$ cat config.mk
export PLATFORM = sky130hd
export DESIGN_NAME = txring_engine
export DESIGN_NICKNAME = d
export VERILOG_FILES = /design/src/rtl/txr_pkg.sv /design/src/rtl/txr_ring_ptr.sv /design/src/rtl/txr_fetch.sv /design/src/rtl/txr_coalesce.sv /design/src/rtl/txring_engine.sv
export SDC_FILE = /design/constraint.sdc
export NUM_CORES = 1
export LEC_CHECK = 0
export CORE_MARGIN = 2
export CORE_UTILIZATION = 48
export CTS_BUF_LIST = sky130_fd_sc_hd__clkbuf_8
export DETAILED_ROUTE_END_ITERATION = 10
export GPL_ROUTABILITY_DRIVEN = 1
export PLACE_DENSITY = 0.95
export SYNTH_ARGS = -nofsm -noshare
export SYNTH_HDL_FRONTEND = slang
export SYNTH_HIERARCHICAL = 1
export SYNTH_SLANG_ARGS = --single-unit
export TNS_END_PERCENT = 50
$ cat constraint.sdc
create_clock -name clk -period 6.57 [get_ports clk]
set_clock_uncertainty 0.2 [all_clocks]
set_input_delay 1.314 -clock clk [delete_from_list [all_inputs] [get_ports clk]]
set_output_delay 1.314 -clock clk [all_outputs]
set_load 0.005 [all_outputs]
$ cat src/rtl/txr_pkg.sv
// Package txr_pkg
// Shared types and descriptor field positions for the transmit ring engine.
// Assumes 32-bit descriptor words and four words per descriptor.
package txr_pkg;

    localparam int WORD_W      = 32;
    localparam int DESC_WORDS  = 4;
    localparam int DESC_BYTES  = DESC_WORDS * (WORD_W / 8);
    localparam int LEN_W       = 16;
    localparam int LEN_LSB     = 16;
    localparam int EOP_BIT     = 2;
    localparam int STS_POS_LSB = 16;
    localparam int STS_WORD    = 4;

    typedef enum logic [1:0] {
        FS_IDLE    = 2'd0,
        FS_READ    = 2'd1,
        FS_PRESENT = 2'd2
    } fetch_state_t;

endpackage

$ cat src/rtl/txr_ring_ptr.sv
// Module txr_ring_ptr
// Holds the producer position posted through the mailbox, and compares it
// with the consumer position to flag pending work and a full ring.
// Assumes the ring depth is a power of two, so positions wrap by width.
module txr_ring_ptr #(
    parameter int IDX_W = 9
) (
    input  logic             clk,
    input  logic             rst_n,
    input  logic             mbox_wr,
    input  logic [IDX_W-1:0] mbox_idx,
    input  logic [IDX_W-1:0] cons_idx,
    output logic             work_avail,
    output logic             ring_full
);

    logic [IDX_W-1:0] prod_q;
    logic [IDX_W-1:0] prod_next;

    // Latch the producer position on every mailbox write
    always_ff @(posedge clk) begin
        if (!rst_n) begin
            prod_q <= '0;
        end else if (mbox_wr) begin
            prod_q <= mbox_idx;
        end
    end

    // Derive pending-work and full indications from the two positions
    always_comb begin
        prod_next  = prod_q + IDX_W'(1);
        work_avail = (prod_q != cons_idx);
        ring_full  = (prod_next == cons_idx);
    end

    // A full ring always has work pending
    p_full_implies_work_r6: assert property (@(posedge clk) disable iff (!rst_n)
        ring_full |-> work_avail);

endmodule

$ cat src/rtl/txr_fetch.sv
// Module txr_fetch
// Fetch sequencer: reads the four words of the descriptor at the consumer
// position, captures the address, length and end flag, offers them
// downstream and advances the consumer position on acceptance.
// Assumes read data is valid in the same cycle that mem_rd_ready is high.
module txr_fetch
    import txr_pkg::*;
#(
    parameter int                IDX_W     = 9,
    parameter int                ADDR_W    = 32,
    parameter logic [ADDR_W-1:0] RING_BASE = 32'h0001_0000
) (
    input  logic              clk,
    input  logic              rst_n,
    input  logic              run_en,
    input  logic              work_avail,
    output logic              mem_rd_valid,
    output logic [ADDR_W-1:0] mem_rd_addr,
    input  logic              mem_rd_ready,
    input  logic [WORD_W-1:0] mem_rd_data,
    output logic              pkt_valid,
    output logic [63:0]       pkt_addr,
    output logic [LEN_W-1:0]  pkt_len,
    output logic              pkt_eop,
    input  logic              pkt_ready,
    output logic [IDX_W-1:0]  cons_idx,
    output logic              done_pulse
);

    localparam int SEL_W     = $clog2(DESC_WORDS);
    localparam int SLOT_SH   = $clog2(DESC_BYTES);
    localparam int WORD_SH   = $clog2(WORD_W / 8);
    localparam logic [SEL_W-1:0] LAST_SEL = SEL_W'(DESC_WORDS - 1);

    fetch_state_t      state_q;
    logic [SEL_W-1:0]  sel_q;
    logic [IDX_W-1:0]  cons_q;
    logic [WORD_W-1:0] addr_hi_q;
    logic [WORD_W-1:0] addr_lo_q;
    logic [LEN_W-1:0]  len_q;
    logic              eop_q;
    logic [ADDR_W-1:0] slot_off;
    logic [ADDR_W-1:0] word_off;

    // Sequence idle -> four word reads -> offer -> idle
    always_ff @(posedge clk) begin
        if (!rst_n) begin
            state_q <= FS_IDLE;
            sel_q   <= '0;
            cons_q  <= '0;
        end else begin
            case (state_q)
                FS_IDLE: begin
                    if (run_en && work_avail) begin
                        state_q <= FS_READ;
                        sel_q   <= '0;
                    end
                end
                FS_READ: begin
                    if (mem_rd_ready) begin
                        if (sel_q == LAST_SEL) begin
                            state_q <= FS_PRESENT;
                        end else begin
                            sel_q <= sel_q + SEL_W'(1);
                        end
                    end
                end
                FS_PRESENT: begin
                    if (pkt_ready) begin
                        cons_q  <= cons_q + IDX_W'(1);
                        state_q <= FS_IDLE;
                    end
                end
                default: state_q <= FS_IDLE;
            endcase
        end
    end

    // Capture the descriptor fields as their words arrive; the last word is dropped
    always_ff @(posedge clk) begin
        if (!rst_n) begin
            addr_hi_q <= '0;
            addr_lo_q <= '0;
            len_q     <= '0;
            eop_q     <= 1'b0;
        end else if (state_q == FS_READ && mem_rd_ready) begin
            case (sel_q)
                SEL_W'(0): addr_hi_q <= mem_rd_data;
                SEL_W'(1): addr_lo_q <= mem_rd_data;
                SEL_W'(2): begin
                    len_q <= mem_rd_data[LEN_LSB +: LEN_W];
                    eop_q <= mem_rd_data[EOP_BIT];
                end
                default: ;
            endcase
        end
    end

    // Form the word address and the handshake outputs
    always_comb begin
        slot_off     = ADDR_W'(cons_q) << SLOT_SH;
        word_off     = ADDR_W'(sel_q) << WORD_SH;
        mem_rd_addr  = RING_BASE + slot_off + word_off;
        mem_rd_valid = (state_q == FS_READ);
        pkt_valid    = (state_q == FS_PRESENT);
        pkt_addr     = {addr_hi_q, addr_lo_q};
        pkt_len      = len_q;
        pkt_eop      = eop_q;
        done_pulse   = pkt_valid && pkt_ready;
        cons_idx     = cons_q;
    end

    // A pending read keeps its address until accepted
    p_rd_hold_r2: assert property (@(posedge clk) disable iff (!rst_n)
        mem_rd_valid && !mem_rd_ready |=> mem_rd_valid && $stable(mem_rd_addr));

    // An offered descriptor is held unchanged until accepted
    p_pkt_hold_r4: assert property (@(posedge clk) disable iff (!rst_n)
        pkt_valid && !pkt_ready |=> pkt_valid && $stable(pkt_addr)
                                   && $stable(pkt_len) && $stable(pkt_eop));

    // The consumer position only ever steps by one slot
    p_cons_step_r4: assert property (@(posedge clk) disable iff (!rst_n)
        !$stable(cons_q) |-> cons_q == IDX_W'($past(cons_q) + IDX_W'(1)));

    // No pending work means no fetch is started
    p_no_fetch_equal_r5: assert property (@(posedge clk) disable iff (!rst_n)
        state_q == FS_IDLE && !work_avail |=> !mem_rd_valid);

    // A low run enable blocks a new fetch
    p_idle_gate_r11: assert property (@(posedge clk) disable iff (!rst_n)
        state_q == FS_IDLE && !run_en |=> !mem_rd_valid && !pkt_valid);

endmodule

$ cat src/rtl/txr_coalesce.sv
// Module txr_coalesce
// Batches completion reports: counts accepted descriptors and elapsed cycles
// since the first of them, and issues a status write with interrupt when
// either limit is reached. Both counters restart after each write.
// Assumes at most one completion per cycle.
module txr_coalesce
    import txr_pkg::*;
#(
    parameter int                IDX_W       = 9,
    parameter int                ADDR_W      = 32,
    parameter logic [ADDR_W-1:0] STATUS_BASE = 32'h0002_0000,
    parameter int                TICK_LIMIT  = 150,
    parameter int                FRAME_LIMIT = 10
) (
    input  logic              clk,
    input  logic              rst_n,
    input  logic              done_pulse,
    input  logic [IDX_W-1:0]  cons_idx,
    output logic              sts_wr_valid,
    output logic [ADDR_W-1:0] sts_wr_addr,
    output logic [WORD_W-1:0] sts_wr_data,
    output logic              irq
);

    localparam int FC_W    = $clog2(FRAME_LIMIT + 1);
    localparam int TC_W    = $clog2(TICK_LIMIT + 1);
    localparam int POS_PAD = WORD_W - STS_POS_LSB - IDX_W;
    localparam logic [FC_W-1:0] FRAME_LIM_V = FC_W'(FRAME_LIMIT);
    localparam logic [TC_W-1:0] TICK_LIM_V  = TC_W'(TICK_LIMIT);
    localparam logic [ADDR_W-1:0] STS_OFF   = ADDR_W'(STS_WORD * (WORD_W / 8));

    logic [FC_W-1:0] frame_cnt;
    logic [TC_W-1:0] tick_cnt;
    logic            pending;
    logic            fire;

    // Decide whether a batch is due this cycle
    always_comb begin
        pending = (frame_cnt != '0);
        fire    = pending && ((frame_cnt >= FRAME_LIM_V) || (tick_cnt >= TICK_LIM_V));
    end

    // Count completions and elapsed cycles; restart both on a status write
    always_ff @(posedge clk) begin
        if (!rst_n) begin
            frame_cnt <= '0;
            tick_cnt  <= '0;
        end else if (fire) begin
            frame_cnt <= done_pulse ? FC_W'(1) : '0;
            tick_cnt  <= '0;
        end else begin
            if (done_pulse) frame_cnt <= frame_cnt + FC_W'(1);
            if (pending)    tick_cnt  <= tick_cnt + TC_W'(1);
        end
    end

    // Present the status word write and its interrupt
    always_comb begin
        sts_wr_valid = fire;
        irq          = fire;
        sts_wr_addr  = STATUS_BASE + STS_OFF;
        sts_wr_data  = {{POS_PAD{1'b0}}, cons_idx, {STS_POS_LSB{1'b0}}};
    end

    // The completion counter never passes its limit
    p_frame_bound_r8: assert property (@(posedge clk) disable iff (!rst_n)
        frame_cnt <= FRAME_LIM_V);

    // The tick counter never passes its limit
    p_tick_bound_r9: assert property (@(posedge clk) disable iff (!rst_n)
        tick_cnt <= TICK_LIM_V);

    // Status writes are never back to back
    p_wb_spacing_r10: assert property (@(posedge clk) disable iff (!rst_n)
        sts_wr_valid |=> !sts_wr_valid);

    // Without a completion, nothing is pending right after a write
    p_wb_restart_r10: assert property (@(posedge clk) disable iff (!rst_n)
        sts_wr_valid && !done_pulse |=> frame_cnt == '0 && tick_cnt == '0);

endmodule

$ cat src/rtl/txring_engine.sv
// Module txring_engine
// Top of the transmit descriptor ring engine: producer register, fetch
// sequencer and completion coalescer.
// Assumes a power-of-two ring depth of at most 65536 entries.
module txring_engine
    import txr_pkg::*;
#(
    parameter int                RING_DEPTH  = 512,
    parameter int                ADDR_W      = 32,
    parameter logic [ADDR_W-1:0] RING_BASE   = 32'h0001_0000,
    parameter logic [ADDR_W-1:0] STATUS_BASE = 32'h0002_0000,
    parameter int                TICK_LIMIT  = 150,
    parameter int                FRAME_LIMIT = 10
) (
    input  logic                          clk,
    input  logic                          rst_n,
    input  logic                          run_en,
    input  logic                          mbox_wr,
    input  logic [$clog2(RING_DEPTH)-1:0] mbox_idx,
    output logic                          ring_full,
    output logic                          mem_rd_valid,
    output logic [ADDR_W-1:0]             mem_rd_addr,
    input  logic                          mem_rd_ready,
    input  logic [31:0]                   mem_rd_data,
    output logic                          pkt_valid,
    output logic [63:0]                   pkt_addr,
    output logic [15:0]                   pkt_len,
    output logic                          pkt_eop,
    input  logic                          pkt_ready,
    output logic                          sts_wr_valid,
    output logic [ADDR_W-1:0]             sts_wr_addr,
    output logic [31:0]                   sts_wr_data,
    output logic                          irq
);

    localparam int IDX_W = $clog2(RING_DEPTH);

    logic [IDX_W-1:0] cons_idx;
    logic             work_avail;
    logic             done_pulse;

    txr_ring_ptr #(
        .IDX_W (IDX_W)
    ) u_ptr (
        .clk        (clk),
        .rst_n      (rst_n),
        .mbox_wr    (mbox_wr),
        .mbox_idx   (mbox_idx),
        .cons_idx   (cons_idx),
        .work_avail (work_avail),
        .ring_full  (ring_full)
    );

    txr_fetch #(
        .IDX_W     (IDX_W),
        .ADDR_W    (ADDR_W),
        .RING_BASE (RING_BASE)
    ) u_fetch (
        .clk          (clk),
        .rst_n        (rst_n),
        .run_en       (run_en),
        .work_avail   (work_avail),
        .mem_rd_valid (mem_rd_valid),
        .mem_rd_addr  (mem_rd_addr),
        .mem_rd_ready (mem_rd_ready),
        .mem_rd_data  (mem_rd_data),
        .pkt_valid    (pkt_valid),
        .pkt_addr     (pkt_addr),
        .pkt_len      (pkt_len),
        .pkt_eop      (pkt_eop),
        .pkt_ready    (pkt_ready),
        .cons_idx     (cons_idx),
        .done_pulse   (done_pulse)
    );

    txr_coalesce #(
        .IDX_W       (IDX_W),
        .ADDR_W      (ADDR_W),
        .STATUS_BASE (STATUS_BASE),
        .TICK_LIMIT  (TICK_LIMIT),
        .FRAME_LIMIT (FRAME_LIMIT)
    ) u_coal (
        .clk          (clk),
        .rst_n        (rst_n),
        .done_pulse   (done_pulse),
        .cons_idx     (cons_idx),
        .sts_wr_valid (sts_wr_valid),
        .sts_wr_addr  (sts_wr_addr),
        .sts_wr_data  (sts_wr_data),
        .irq          (irq)
    );

    // A status write and its interrupt are always paired
    p_irq_pair_r7: assert property (@(posedge clk) disable iff (!rst_n)
        irq == sts_wr_valid);

endmodule

==> run_results.csv <==
group,metric,value,unit
logic_synthesis,netlist-cell-type-count,55,
clocking,cts_hold_buf,0,
finish,nFillCells,928,
logic_synthesis,synth_top_area_share,41.2,%
clocking,cts-root-buf,"clkbuf_8",
logic_synthesis,avgSynthCellArea,8.18,sq um
die,die_h,112,microns
drt,drc,0,
die,num_io_pins,229,
clocking,post_cts_resized,0,
finish,final_common_cell,"nand2_1",
sta,setup_viol,0,
global_route,grt_max_degree,57,
finish,drive_gt1_share,6.27,%
sta,fin_crit_sh,66.2,%
sta,max_freq,0.230,GHz
clocking,clk_pin_slew,0.08,ns
drt,drt-vias-per-instance,4.93,
global_route,grt_use_total,20.6,%
die,initial_core_util,49.1,%
clocking,cts_post_setup_buffers_inserted,0,
clocking,numCtsBuffers,17,
power_and_ir_drop,power_leakage,2.67,nW
logic_synthesis,synth_area_leaders,"dfxtp_1 41%, buf_4 13%, nand2_1 12%, a21oi_1 7.8%, xor2_1 2.5%",
finish,syn_to_final_growth,27.1,%
power_and_ir_drop,worst_ir_drop_vdd,118,uV
sta,slew_headroom,46.7,%
die,rows,39,
drt,vias,4713,
setup_path,crit_path_top_delay_cell,"clkdlybuf4s50_1",
logic_synthesis,synth.cell_area,5590,sq um
logic_synthesis,synth_top_flop_cell,"dfxtp_1",
clocking,clock_sinks,115,
logic_synthesis,seq_area_frac_synth,41.2,%
logic_synthesis,ys.warnings.count,6,
setup_path,crit_chain,"ha_1 > a21o_1 > a211oi_1 > a31o_2 > o21ai_0 > a2111oi_2 > clkdlybuf4s50_1",
die,die_x,112,microns
global_route,antenna_found_initial,0,
sta,period_minus_slack,4.35,ns
placement,port_buffers,152,
logic_synthesis,synth_edf_count,0,
setup_path,arrival,2.83,ns
logic_synthesis,synth_top_cell_by_area,"dfxtp_1",
die,coreArea,11400,sq um
die,die_area,12500,sq um
setup_path,crit_type,"register to output port",
setup_path,endpoint_kind,"output port",
setup_path,start_kind,"register",
global_route,grt_overflow,0,
clocking,clockBufferDepth,2,
drt,drt-pass1-iter-count,4,
finish,diodes,0,
drt,drtIter0Drc,324,
sta,tightest_slew,0.795,ns
run_status,status,"finished, final reports clean",
finish,fin_nets,858,
logic_synthesis,async_flop_share,0,%
clocking,cts_tree,"yes",
logic_synthesis,syn_inst,683,
flow_run,maxCapViolCount,0,
clocking,clk_latency,0.42,ns
placement,place_hpwl,9100,microns
drt,routed_wl,13300,microns
setup_path,worstPathRequired,5.06,ns
logic_synthesis,ys_seq_elements,115,
power_and_ir_drop,power_density,218,nW/um^2
sta,final_hold_viol_count,0,
global_route,grt_pass1_vias,4335,
setup_path,cp_max_fo,8,
drt,wire_per_inst,14.0,microns
global_route,grt_pass1_wl,20800,microns
sta,grt_setup_unrepaired,"no",
sta,tns,0,ns
drt,ant_nets,0,
placement,gp_congestion,0.881,
clocking,htreeDepth,4,
finish,layout_common_cells,"180 x nand2_1, 152 x clkdlybuf4s50_1, 115 x dfxtp_1, 87 x a21oi_1, 76 x conb_1",
sta,hold_slack,0.253,ns
setup_path,max_stage_delay,0.57,ns
sta,final-max-slew-violation-count,0,
min_path,hold_class,"register to register",
## Yosys cell counts, types with 2 or more instances
library cell and n:
nand2_1 180, dfxtp_1 115, buf_4 97, a21oi_1 87, nor2_1 18, xor2_1 16, clkbuf_1 15, buf_2 14
mux2i_1 13, ha_1 11, nor2b_1 11, xnor2_1 10, inv_1 9, nand3_1 7, nand4b_1 7, o21ai_0 7
nand4_1 5, nor3_1 5, conb_1 4, and4b_1 3, nand2b_1 3, nand3b_1 3, or4_1 3, a211oi_1 2
and3_1 2, buf_1 2, buf_6 2, nor3_2 2, nor4_1 2, o31ai_1 2, or3_1 2
## worst max-delay path, delay by kind of cell (launching register included)
family | cells | cell delay (ns)
buffers and inverters | 1 | 0.57
DFF | 1 | 0.38
AOI/OAI and AO/OA | 5 | 1.12
adders and majority gates | 1 | 0.34
## where the power goes
part	leakage (nW)	internal [W]	switching [W]
clock network	0.202	0.000349	0.000322
registers	0.930	0.000714	0.0000149
logic	1.54	0.0000718	0.0000774
total	2.67	0.00113	0.000414
## layout make-up
cell class              instances  area, sq um  share of cell area [%]
clock buffers                  17          234                    3.29
multi-input cells             499         2620                    36.9
repair buffers                157         1560                    21.9
clock inverters                15          173                    2.43
well taps                     143          179                    2.52
flip-flops and latches        115         2300                    32.4
inverters                      10         37.5                   0.528
## logic make-up (layout without fill, tap and decap cells)
| group | Yosys count | count (layout) | synth area share [%] |
|---|---|---|---|
| AO/OA/AOI/OAI | 110 | 110 | 11.0 |
| other | 4 | 76 | 0.269 |
| flip-flops | 115 | 115 | 41.2 |
| buffers and inverters | 141 | 199 | 16.7 |
| multiplexers | 14 | 14 | 2.53 |
| XOR/XNOR | 26 | 26 | 4.08 |
| AND/OR/NAND/NOR | 262 | 262 | 21.7 |
| adder cells (fa/ha/maj) | 11 | 11 | 2.46 |
## state kept, by name, summed over array words and instances (netlist names)
register           count
u_coal/frame_cnt       4
u_coal/tick_cnt        8
u_fetch/addr_hi_q     32
u_fetch/addr_lo_q     32
u_fetch/cons_idx       9
u_fetch/pkt_eop        1
u_fetch/pkt_len       16
u_fetch/sel_q          2
u_fetch/state_q        2
u_ptr/prod_q           9
## per-stage QoR
step	std cells	total power (W)	area, sq um	utilization, %	setup slack (ns)
finish	956	0.00155	7100	62.5	2.22
global route	956	0.00162	7100	62.5	2.12
CTS	956	0.00157	7100	62.5	2.22
detailed placement	924	0.000892	6700	58.9	2.71
global placement	924	0.000888	6700	58.9	2.81
floorplan	755	0.000853	5860	-	3.39
## per-layer routing
layer  wire length, microns  vias up  GRT usage [%]  share of wire (%)
met2                   6610      202           33.6                 50
met4                    502        0           13.2                3.8
li1                       -     2317              -                  -
met5                      0        -              0                  0
met1                   5330     2156           24.0                 40
met3                    901       38           5.39                6.8
## final timing paths
path | startpoint | end | slack [ns] | cells after the start
setup / recovery | u_ptr/prod_q[0] | ring_full | 2.22 | 7
hold / removal | u_fetch/addr_hi_q[6] | u_fetch/addr_hi_q[6] | 0.25 | 2
setup reg to reg | u_fetch/state_q[0] | u_fetch/addr_lo_q[31] | 4.46 | 4
hold reg to reg | u_fetch/addr_hi_q[6] | u_fetch/addr_hi_q[6] | 0.25 | 2
(Power assumes the default switching activity.)
